==> src/rtl/pwm3_pkg.sv <==
package pwm3_pkg;

    typedef enum logic [1:0] {
        ST_HOLD = 2'd0,
        ST_UP   = 2'd1,
        ST_DOWN = 2'd2
    } tb_state_e;

    localparam int N_PHASE     = 3;
    localparam int ADDR_PERIOD = 0;
    localparam int ADDR_DUTY0  = 1;
    localparam int ADDR_CTRL   = ADDR_DUTY0 + N_PHASE;
    localparam int CTRL_DBL    = 0;
    localparam int CTRL_HEN    = 1;
    localparam int CTRL_LEN    = CTRL_HEN + N_PHASE;
    localparam int CTRL_W      = CTRL_LEN + N_PHASE;

endpackage

==> src/rtl/pwm3_timebase.sv <==
module pwm3_timebase
    import pwm3_pkg::*;
#(
    parameter int CNT_W = 16
) (
    input  logic             clk,
    input  logic             rst_n,
    input  logic [CNT_W-1:0] per_act,
    output logic [CNT_W-1:0] cnt,
    output logic             start_evt,
    output logic             mid_evt
);

    localparam logic [CNT_W-1:0] ONE = CNT_W'(1);

    tb_state_e        state_q, state_d;
    logic [CNT_W-1:0] cnt_d;

    // state register
    always_ff @(posedge clk) begin
        if (!rst_n) begin
            state_q <= ST_HOLD;
            cnt     <= '0;
        end else begin
            state_q <= state_d;
            cnt     <= cnt_d;
        end
    end

    // next state and count
    always_comb begin
        state_d = state_q;
        cnt_d   = cnt;
        unique case (state_q)
            ST_HOLD: begin
                cnt_d = '0;
                if (per_act != '0) begin
                    state_d = ST_UP;
                    cnt_d   = ONE;
                end
            end
            ST_UP: begin
                if (per_act == '0) begin
                    state_d = ST_HOLD;
                    cnt_d   = '0;
                end else if (cnt >= per_act) begin
                    cnt_d   = cnt - ONE;
                    state_d = (cnt == ONE) ? ST_UP : ST_DOWN;
                end else begin
                    cnt_d = cnt + ONE;
                end
            end
            ST_DOWN: begin
                cnt_d   = cnt - ONE;
                state_d = (cnt == ONE) ? ST_UP : ST_DOWN;
            end
            default: begin
                state_d = ST_HOLD;
                cnt_d   = '0;
            end
        endcase
    end

    // event outputs
    always_comb begin
        start_evt = (cnt == '0) && (state_q != ST_DOWN);
        mid_evt   = (state_q == ST_UP) && (per_act != '0) && (cnt == per_act);
    end

    p_fall_step_r1: assert property (@(posedge clk) disable iff (!rst_n)
        (state_q == ST_DOWN) |=> (cnt == $past(cnt) - ONE));

    p_top_bound_r1: assert property (@(posedge clk) disable iff (!rst_n)
        (state_q != ST_HOLD && per_act != '0) |-> (cnt <= per_act));

    p_hold_zero_r12: assert property (@(posedge clk) disable iff (!rst_n)
        (state_q == ST_HOLD) |-> (cnt == '0));

endmodule

==> src/rtl/pwm3_regbank.sv <==
module pwm3_regbank
    import pwm3_pkg::*;
#(
    parameter int CNT_W  = 16,
    parameter int ADDR_W = 3
) (
    input  logic                            clk,
    input  logic                            rst_n,
    input  logic                            wr_en,
    input  logic [ADDR_W-1:0]               wr_addr,
    input  logic [CNT_W-1:0]                wr_data,
    input  logic                            load_start,
    input  logic                            load_mid,
    output logic [CNT_W-1:0]                per_act,
    output logic [N_PHASE-1:0][CNT_W-1:0]   duty_act,
    output logic                            dbl_mode,
    output logic [N_PHASE-1:0]              en_hi,
    output logic [N_PHASE-1:0]              en_lo
);

    logic [CNT_W-1:0]              per_stg;
    logic [N_PHASE-1:0][CNT_W-1:0] duty_stg;
    logic [CTRL_W-1:0]             ctrl_q;

    // staged values and control word
    always_ff @(posedge clk) begin
        if (!rst_n) begin
            per_stg  <= '0;
            duty_stg <= '0;
            ctrl_q   <= '0;
        end else if (wr_en) begin
            if (wr_addr == ADDR_W'(ADDR_PERIOD)) per_stg <= wr_data;
            if (wr_addr == ADDR_W'(ADDR_CTRL))   ctrl_q  <= wr_data[CTRL_W-1:0];
            for (int i = 0; i < N_PHASE; i++) begin
                if (wr_addr == ADDR_W'(ADDR_DUTY0 + i)) duty_stg[i] <= wr_data;
            end
        end
    end

    // active values, loaded at the timebase events
    always_ff @(posedge clk) begin
        if (!rst_n) begin
            per_act  <= '0;
            duty_act <= '0;
        end else if (load_start) begin
            per_act  <= per_stg;
            duty_act <= duty_stg;
        end else if (load_mid && dbl_mode) begin
            duty_act <= duty_stg;
        end
    end

    always_comb begin
        dbl_mode = ctrl_q[CTRL_DBL];
        en_hi    = ctrl_q[CTRL_HEN +: N_PHASE];
        en_lo    = ctrl_q[CTRL_LEN +: N_PHASE];
    end

    p_period_hold_r7: assert property (@(posedge clk) disable iff (!rst_n)
        !load_start |=> $stable(per_act));

    p_duty_hold_r5: assert property (@(posedge clk) disable iff (!rst_n)
        (!load_start && !load_mid) |=> $stable(duty_act));

endmodule

==> src/rtl/pwm3_phase.sv <==
module pwm3_phase #(
    parameter int CNT_W = 16
) (
    input  logic             clk,
    input  logic             rst_n,
    input  logic [CNT_W-1:0] cnt,
    input  logic [CNT_W-1:0] per_act,
    input  logic [CNT_W-1:0] duty,
    input  logic             srm_n,
    input  logic             en_hi,
    input  logic             en_lo,
    output logic             hi_q,
    output logic             lo_q
);

    logic conduct;

    always_comb begin
        conduct = (duty != '0) && ((duty >= per_act) || (cnt >= per_act - duty));
    end

    always_ff @(posedge clk) begin
        if (!rst_n) begin
            hi_q <= 1'b0;
            lo_q <= 1'b0;
        end else begin
            hi_q <= conduct & en_hi;
            lo_q <= (srm_n ? ~conduct : conduct) & en_lo;
        end
    end

    p_zero_off_r4: assert property (@(posedge clk) disable iff (!rst_n)
        (duty == '0) |=> !hi_q);

    p_comp_r8: assert property (@(posedge clk) disable iff (!rst_n)
        (srm_n && en_hi && en_lo) |=> (hi_q != lo_q));

    p_srm_pair_r9: assert property (@(posedge clk) disable iff (!rst_n)
        (!srm_n && en_hi && en_lo) |=> (hi_q == lo_q));

endmodule

==> src/rtl/pwm3_center_gen.sv <==
module pwm3_center_gen
    import pwm3_pkg::*;
#(
    parameter int CNT_W  = 16,
    parameter int ADDR_W = 3
) (
    input  logic                clk,
    input  logic                rst_n,
    input  logic                wr_en,
    input  logic [ADDR_W-1:0]   wr_addr,
    input  logic [CNT_W-1:0]    wr_data,
    input  logic                pol_hi,
    input  logic                srm_n,
    output logic [N_PHASE-1:0]  hi_out,
    output logic [N_PHASE-1:0]  lo_out,
    output logic                sync_out
);

    logic [CNT_W-1:0]              cnt;
    logic [CNT_W-1:0]              per_act;
    logic [N_PHASE-1:0][CNT_W-1:0] duty_act;
    logic                          start_evt, mid_evt, dbl_mode;
    logic [N_PHASE-1:0]            en_hi, en_lo, hi_q, lo_q;

    pwm3_timebase #(.CNT_W(CNT_W)) u_tb (
        .clk       (clk),
        .rst_n     (rst_n),
        .per_act   (per_act),
        .cnt       (cnt),
        .start_evt (start_evt),
        .mid_evt   (mid_evt)
    );

    pwm3_regbank #(.CNT_W(CNT_W), .ADDR_W(ADDR_W)) u_regs (
        .clk        (clk),
        .rst_n      (rst_n),
        .wr_en      (wr_en),
        .wr_addr    (wr_addr),
        .wr_data    (wr_data),
        .load_start (start_evt),
        .load_mid   (mid_evt),
        .per_act    (per_act),
        .duty_act   (duty_act),
        .dbl_mode   (dbl_mode),
        .en_hi      (en_hi),
        .en_lo      (en_lo)
    );

    for (genvar g = 0; g < N_PHASE; g++) begin : g_phase
        pwm3_phase #(.CNT_W(CNT_W)) u_ph (
            .clk     (clk),
            .rst_n   (rst_n),
            .cnt     (cnt),
            .per_act (per_act),
            .duty    (duty_act[g]),
            .srm_n   (srm_n),
            .en_hi   (en_hi[g]),
            .en_lo   (en_lo[g]),
            .hi_q    (hi_q[g]),
            .lo_q    (lo_q[g])
        );
    end

    always_comb begin
        hi_out   = hi_q ^ {N_PHASE{~pol_hi}};
        lo_out   = lo_q ^ {N_PHASE{~pol_hi}};
        sync_out = start_evt | (mid_evt & dbl_mode);
    end

    p_sync_mid_r2: assert property (@(posedge clk) disable iff (!rst_n)
        (mid_evt && !dbl_mode) |-> !sync_out);

endmodule

==> config.mk <==
export PLATFORM = sky130hd
export DESIGN_NAME = pwm3_center_gen
export DESIGN_NICKNAME = d
export VERILOG_FILES = /design/src/rtl/pwm3_pkg.sv /design/src/rtl/pwm3_timebase.sv /design/src/rtl/pwm3_regbank.sv /design/src/rtl/pwm3_phase.sv /design/src/rtl/pwm3_center_gen.sv
export SDC_FILE = /design/constraint.sdc
export NUM_CORES = 1
export LEC_CHECK = 0
export ABC_AREA = 1
export BUFFER_PORTS_ARGS = -buffer_cell sky130_fd_sc_hd__buf_4
export CAP_MARGIN = 40
export CORE_UTILIZATION = 40
export DETAILED_ROUTE_END_ITERATION = 16
export HOLD_SLACK_MARGIN = 0.12
export PLACE_DENSITY = 0.62
export RECOVER_POWER = 100
export SYNTH_ARGS = -nofsm -noshare
export SYNTH_HDL_FRONTEND = slang
export SYNTH_HIERARCHICAL = 1
export SYNTH_SLANG_ARGS = --single-unit
==> constraint.sdc <==
create_clock -name clk -period 5.7 [get_ports clk]
set_clock_uncertainty 0.05 [all_clocks]
set_input_delay 0.57 -clock clk [delete_from_list [all_inputs] [get_ports clk]]
set_output_delay 0.57 -clock clk [all_outputs]
set_load 0.1 [all_outputs]
Yosys cells after proc, flatten, opt, wreduce, memory -nomap -nowiden:

Cells that the tools add are included.
W data, S select, Z words.

* flip-flop bits (word level): 159
* input bits: 24
* output and inout port bits: 7
* logic and storage cells: 93

* $add $sub $neg: 5
* order comparisons: 7
* equal/unequal tests: 11
* muxes and demuxes: 14
* bitwise gates (word level): 14
* reductions and logical operators: 25

Operators with widths (count)
* $ge A16 B16 Y1: 7
* $mux W48: 2
* $reduce_bool A16 Y1: 4
* $pmux W16 S3: 1
* $sub A16 B16 Y16: 3
* $logic_not A16 Y1: 2
* $mux W16: 2
* $add A16 B1 Y16 const B: 1
* $eq A16 B1 Y1 const B: 1
* $eq A16 B16 Y1: 1
* $sub A16 B1 Y16 const B: 1
* $reduce_and A2 Y1: 6
* $mux W2: 4
* $and A1 B1 Y1: 7
* $logic_and A1 B1 Y1: 7
* $eq A3 B2 Y1 const B: 2
* $pmux W2 S3: 1
* $xor A3 B3 Y3: 2
* $mux W1: 4
* $not A1 Y1: 4
* $eq A3 B1 Y1 const B: 1
* $eq A3 B3 Y1 const B: 1
* $logic_not A3 Y1: 1
* $logic_or A1 B1 Y1: 3
* other kinds (8): 8

Logic depth before layout (Yosys ltp):

* word-level depth: 7
* gate-level depth with buffers: 21

By module:

Netlist, hierarchy kept.

By module, submodules not included
* pwm3_regbank: times used 1, cells an instance 694, area an instance 5112.4 um^2, sequential area each 2702.6 um^2
* pwm3_timebase: times used 1, cells an instance 320, area an instance 1999.4 um^2, sequential area each 360.3 um^2
* pwm3_phase at g_phase[1].u_ph: times used 1, cells an instance 227, area an instance 1430.1 um^2, sequential area each 40.0 um^2
* pwm3_phase at g_phase[0].u_ph: times used 1, cells an instance 226, area an instance 1426.4 um^2, sequential area each 40.0 um^2
* pwm3_phase at g_phase[2].u_ph: times used 1, cells an instance 224, area an instance 1392.6 um^2, sequential area each 40.0 um^2
* pwm3_center_gen: times used 1, cells an instance 28, area an instance 105.1 um^2, sequential area each 0.0 um^2

Worst setup path after synthesis:

No wires, ideal clock.

* path kind: reg-to-reg
* start: register u_regs.per_act[0]
* end: register g_phase[0].u_ph.lo_q
* data arrival time: 2.640 ns
* slack: 2.894 ns
* stages on the path, launching flop included: 18
* cells stage by stage: dfxtp_1 -> inv_1 -> ha_1 -> fa_1 -> o21ai_4 -> nand2_1 -> o21bai_2 -> nand4_1 -> nand2_1 -> xor2_1 -> ha_1 -> nand2_1 -> o21a_1 -> nand2_1 -> nor2_1 -> nand3_2 -> a21oi_1 -> nor2_1

* longest elaborated chain between the ends: 7
* elaborated cells between the ends (all ways): 8

RTL lines
* from (decl): line pwm3_regbank.sv:14 `output logic [CNT_W-1:0] per_act,`
* from (signal assigned): line pwm3_regbank.sv:46 `per_act <= per_stg;`
* $sub A16 B16 Y16: line pwm3_phase.sv:19 `conduct = (duty != '0) && ((duty >= per_act) || (cnt >= per_act - duty));`
* $ge A16 B16 Y1: line pwm3_phase.sv:19
* $logic_or A1 B1 Y1 *: line pwm3_phase.sv:19
* $logic_and A1 B1 Y1 *: line pwm3_phase.sv:19
* $not A1 Y1: line pwm3_phase.sv:28 `lo_q <= (srm_n ? ~conduct : conduct) & en_lo;`
* $mux W1 *: line pwm3_phase.sv:28
* $and A1 B1 Y1 *: line pwm3_phase.sv:28
* to (signal assigned): line pwm3_phase.sv:28
* to (decl): line pwm3_phase.sv:13 `output logic lo_q`

Every way passes the cells marked *; elsewhere a longest branch is shown, timed or not.
A chain may end at the register's enable or synchronous reset.

Worst setup path in the final report:

* start: register u_tb.cnt[7]
* end: output sync_out

* elaborated cells between the ends (all ways): 6

RTL lines
* from (decl): line pwm3_timebase.sv:9 `output logic [CNT_W-1:0] cnt,`
* from (signal assigned): line pwm3_timebase.sv:26 `cnt <= cnt_d;`
* $logic_not A16 Y1: line pwm3_timebase.sv:66 `start_evt = (cnt == '0) && (state_q != ST_DOWN);`
* $logic_and A1 B1 Y1: line pwm3_timebase.sv:66
* net start_evt: line pwm3_center_gen.sv:22 `logic start_evt, mid_evt, dbl_mode;`
* $or A1 B1 Y1: line pwm3_center_gen.sv:67 `sync_out = start_evt | (mid_evt & dbl_mode);`
* to (decl): line pwm3_center_gen.sv:16 `output logic sync_out`

The timed path passes the listed nets, and every way through them passes these cells.

==> metrics.yaml <==
place_ws_ns: 2.45
slew_violations: 65
ys_seq_area_frac: 0.278
ios: 31
ant_nets: 0
cp_max_fo: 18
synth_cell_type_count: 48
grt_antenna_before_repair: 0
fin_crit_sh: 0.720
synth.net_count: 1862
post_cts_buffers: 0
cp-start-kind: "register"
cp.arrival_ns: 3.48
rows: 61
hold_violations: 0
start_util: 0.409
cts_tree: "built"
syn_to_final_growth_pct: 8.45
syn_inst: 1719
routedWlPerCell_um: 15.4
met1_usage: 0.331
n_antenna_cell: 0
tightest_slew_ns: 2.52
dieArea_um2: 29300
min_from: "srm_n"
numCtsBuffers: 17
place.gp.congestion: 0.911
hold_depth: 3
layout.nets: 1867
fp.dieW_um: 171
fp.dieH_um: 171
dr.first_iter.drc_count: 874
endpoint_kind: "output pin"
grt_use_met3: 0.0205
yosysWarningCount: 6
violations: "capacitance limit, slew limit"
route.detailed.drc: 0
grt_pass1_vias: 9746
setup_violations: 0
clk_pin_slew_ns: 0.08
worst_hold_path.endpoint: "g_phase[2].u_ph/lo_q"
cts_buffer_depth: 2
final_common_cell: "nand2_1"
fin_ws_ns: 1.60
groute.layer.met2.usage: 0.358
ys_seq_elements: 159
worstReg2RegEnd: "u_regs/duty_act[24]"
grt_usage: 0.229
drive_above_1_share: 0.0743
syn_area_per_cell_um2: 6.67
final_util: 0.444
grt-busiest-layer: "met2"
synth_area_um2: 11500
clock-sinks: 159
period_needed_ns: 4.10
first_pass_iters: 6
htreeDepth: 4
dp_hpwl_um: 24000
rsz0062_at_grt: "no"
core_region_area_um2: 28000
path_class: "reg2out"
dr_total_vias: 10700
wl_um: 32500
fmax_ghz: 0.244
path_cells: "nor2_1 -> nand3_1 -> nor3_1 -> nand3_1 -> nor2_1 -> clkbuf_1 -> inv_1 -> nand2_1 -> clkbuf_1"
grt_pass1_wl_um: 52200
reg2reg_depth: 11
cpPeakStageDelay_ns: 0.88
grt-ovfl-total: 0
cap_violations: 1
port_buffers: 30
hold_class: "in2reg"
timing.rr.start: "u_tb/cnt[7]"
ctsHoldBuffers: 0
num-fill-cells: 2978
required_ns: 5.08
cts_resized: 0
finalSetupTns_ns: 0
relSlewSlack: -0.681
regToRegSetupSlack_ns: 1.84
grt_start_max_net_pins: 77
critPathSlowestCell: "clkbuf_1"
vias_per_cell: 5.06
status: "complete, but fails checks"
clk_latency_ns: 0.43
mostFrequentLayoutCells: "nand2_1 (348), nor2_1 (346), inv_1 (219), dfxtp_1 (159), nand3_1 (123)"
cts.root.buffer_cell: "clkbuf_16"
[critical path: cells and delay by family, from the launching register on]
kind / cells / cell delay, ns
and+or+nand+nor: 6 / 0.97
DFF: 1 / 0.52
buffers and inverters: 3 / 1.53
[Yosys cell counts, drive strengths merged]
cell / count / area (um2)
a221oi: 1 / 8.76
nand3: 136 / 778
a211oi: 2 / 15.0
and3: 1 / 6.26
nor3: 18 / 110
ha: 116 / 1450
o21a: 3 / 22.5
a21o: 6 / 45.0
nor2: 360 / 1440
fa: 3 / 60.1
a21oi: 72 / 372
inv: 229 / 860
clkbuf: 11 / 45.1
and2: 3 / 18.8
or2: 4 / 25.0
nand2: 364 / 1420
o21bai: 8 / 75.1
buf: 38 / 239
a21boi: 8 / 78.8
o21ai: 79 / 437
dfxtp: 159 / 3180
xnor2: 13 / 114
o31ai: 3 / 22.5
nand3b: 5 / 37.5
nor4: 12 / 75.1
xor2: 47 / 412
nand4: 18 / 113
[routing by layer]
| metal | wire length [um] | share of wire | up-vias |
|---|---|---|---|
| li1 | - | - | 5478 |
| met1 | 16200 | 0.50 | 4897 |
| met2 | 14000 | 0.43 | 280 |
| met3 | 1610 | 0.049 | 40 |
| met4 | 719 | 0.022 | 0 |
| met5 | 0 | 0 | - |
[through the flow]
stage	cell area, um2	hold WS [ns]	instances
detailed placement	11900	0.418	2083
global placement	11900	0.416	2083
finish	12400	0.416	2115
global route	12400	0.418	2115
CTS	12500	0.395	2115
floorplan	11500	0.364	1719
[worst max-delay path by stage]
| stage | start | slack [ns] | end |
|---|---|---|---|
| 2_1_floorplan | u_regs/per_act[0] | 2.89 | g_phase[0].u_ph/lo_q |
| 6_report | u_tb/cnt[7] | 1.60 | sync_out |
| 3_5_place_dp | u_regs/per_act[0] | 2.45 | g_phase[0].u_ph/lo_q |
| 5_1_grt | u_tb/cnt[8] | 1.26 | sync_out |
| 4_1_cts | u_regs/per_act[0] | 2.38 | g_phase[0].u_ph/lo_q |
| 3_3_place_gp | u_regs/per_act[0] | 2.50 | g_phase[0].u_ph/lo_q |
[flip-flops by register name (all words and copies together) (netlist names)]
name	flops
u_regs/ctrl_q	7
g_phase.u_ph/lo_q	3
g_phase.u_ph/hi_q	3
u_regs/per_stg	16
u_tb/cnt	16
u_regs/per_act	16
u_regs/duty_act	48
u_tb/state_q	2
u_regs/duty_stg	48
[area by class of cell]
type | instances | area, um2 | share of cell area
clock buffer | 18 | 429 | 0.0345
inverter | 229 | 860 | 0.0691
timing repair buffer | 35 | 221 | 0.0178
multi-input combinational | 1282 | 7100 | 0.571
sequential | 159 | 3180 | 0.256
clock inverter | 14 | 165 | 0.0133
tap | 378 | 473 | 0.0380
[cells by family after synthesis]
family,synth area share
adder cells (fa/ha/maj),0.132
AND/OR/NAND/NOR,0.351
XOR/XNOR,0.0458
flip-flops,0.278
buffers and inverters,0.0997
AO/OA/AOI/OAI,0.0938
Power is not shown: default switching activity piles up to over one toggle a cycle in this logic, so the estimate is an artifact.
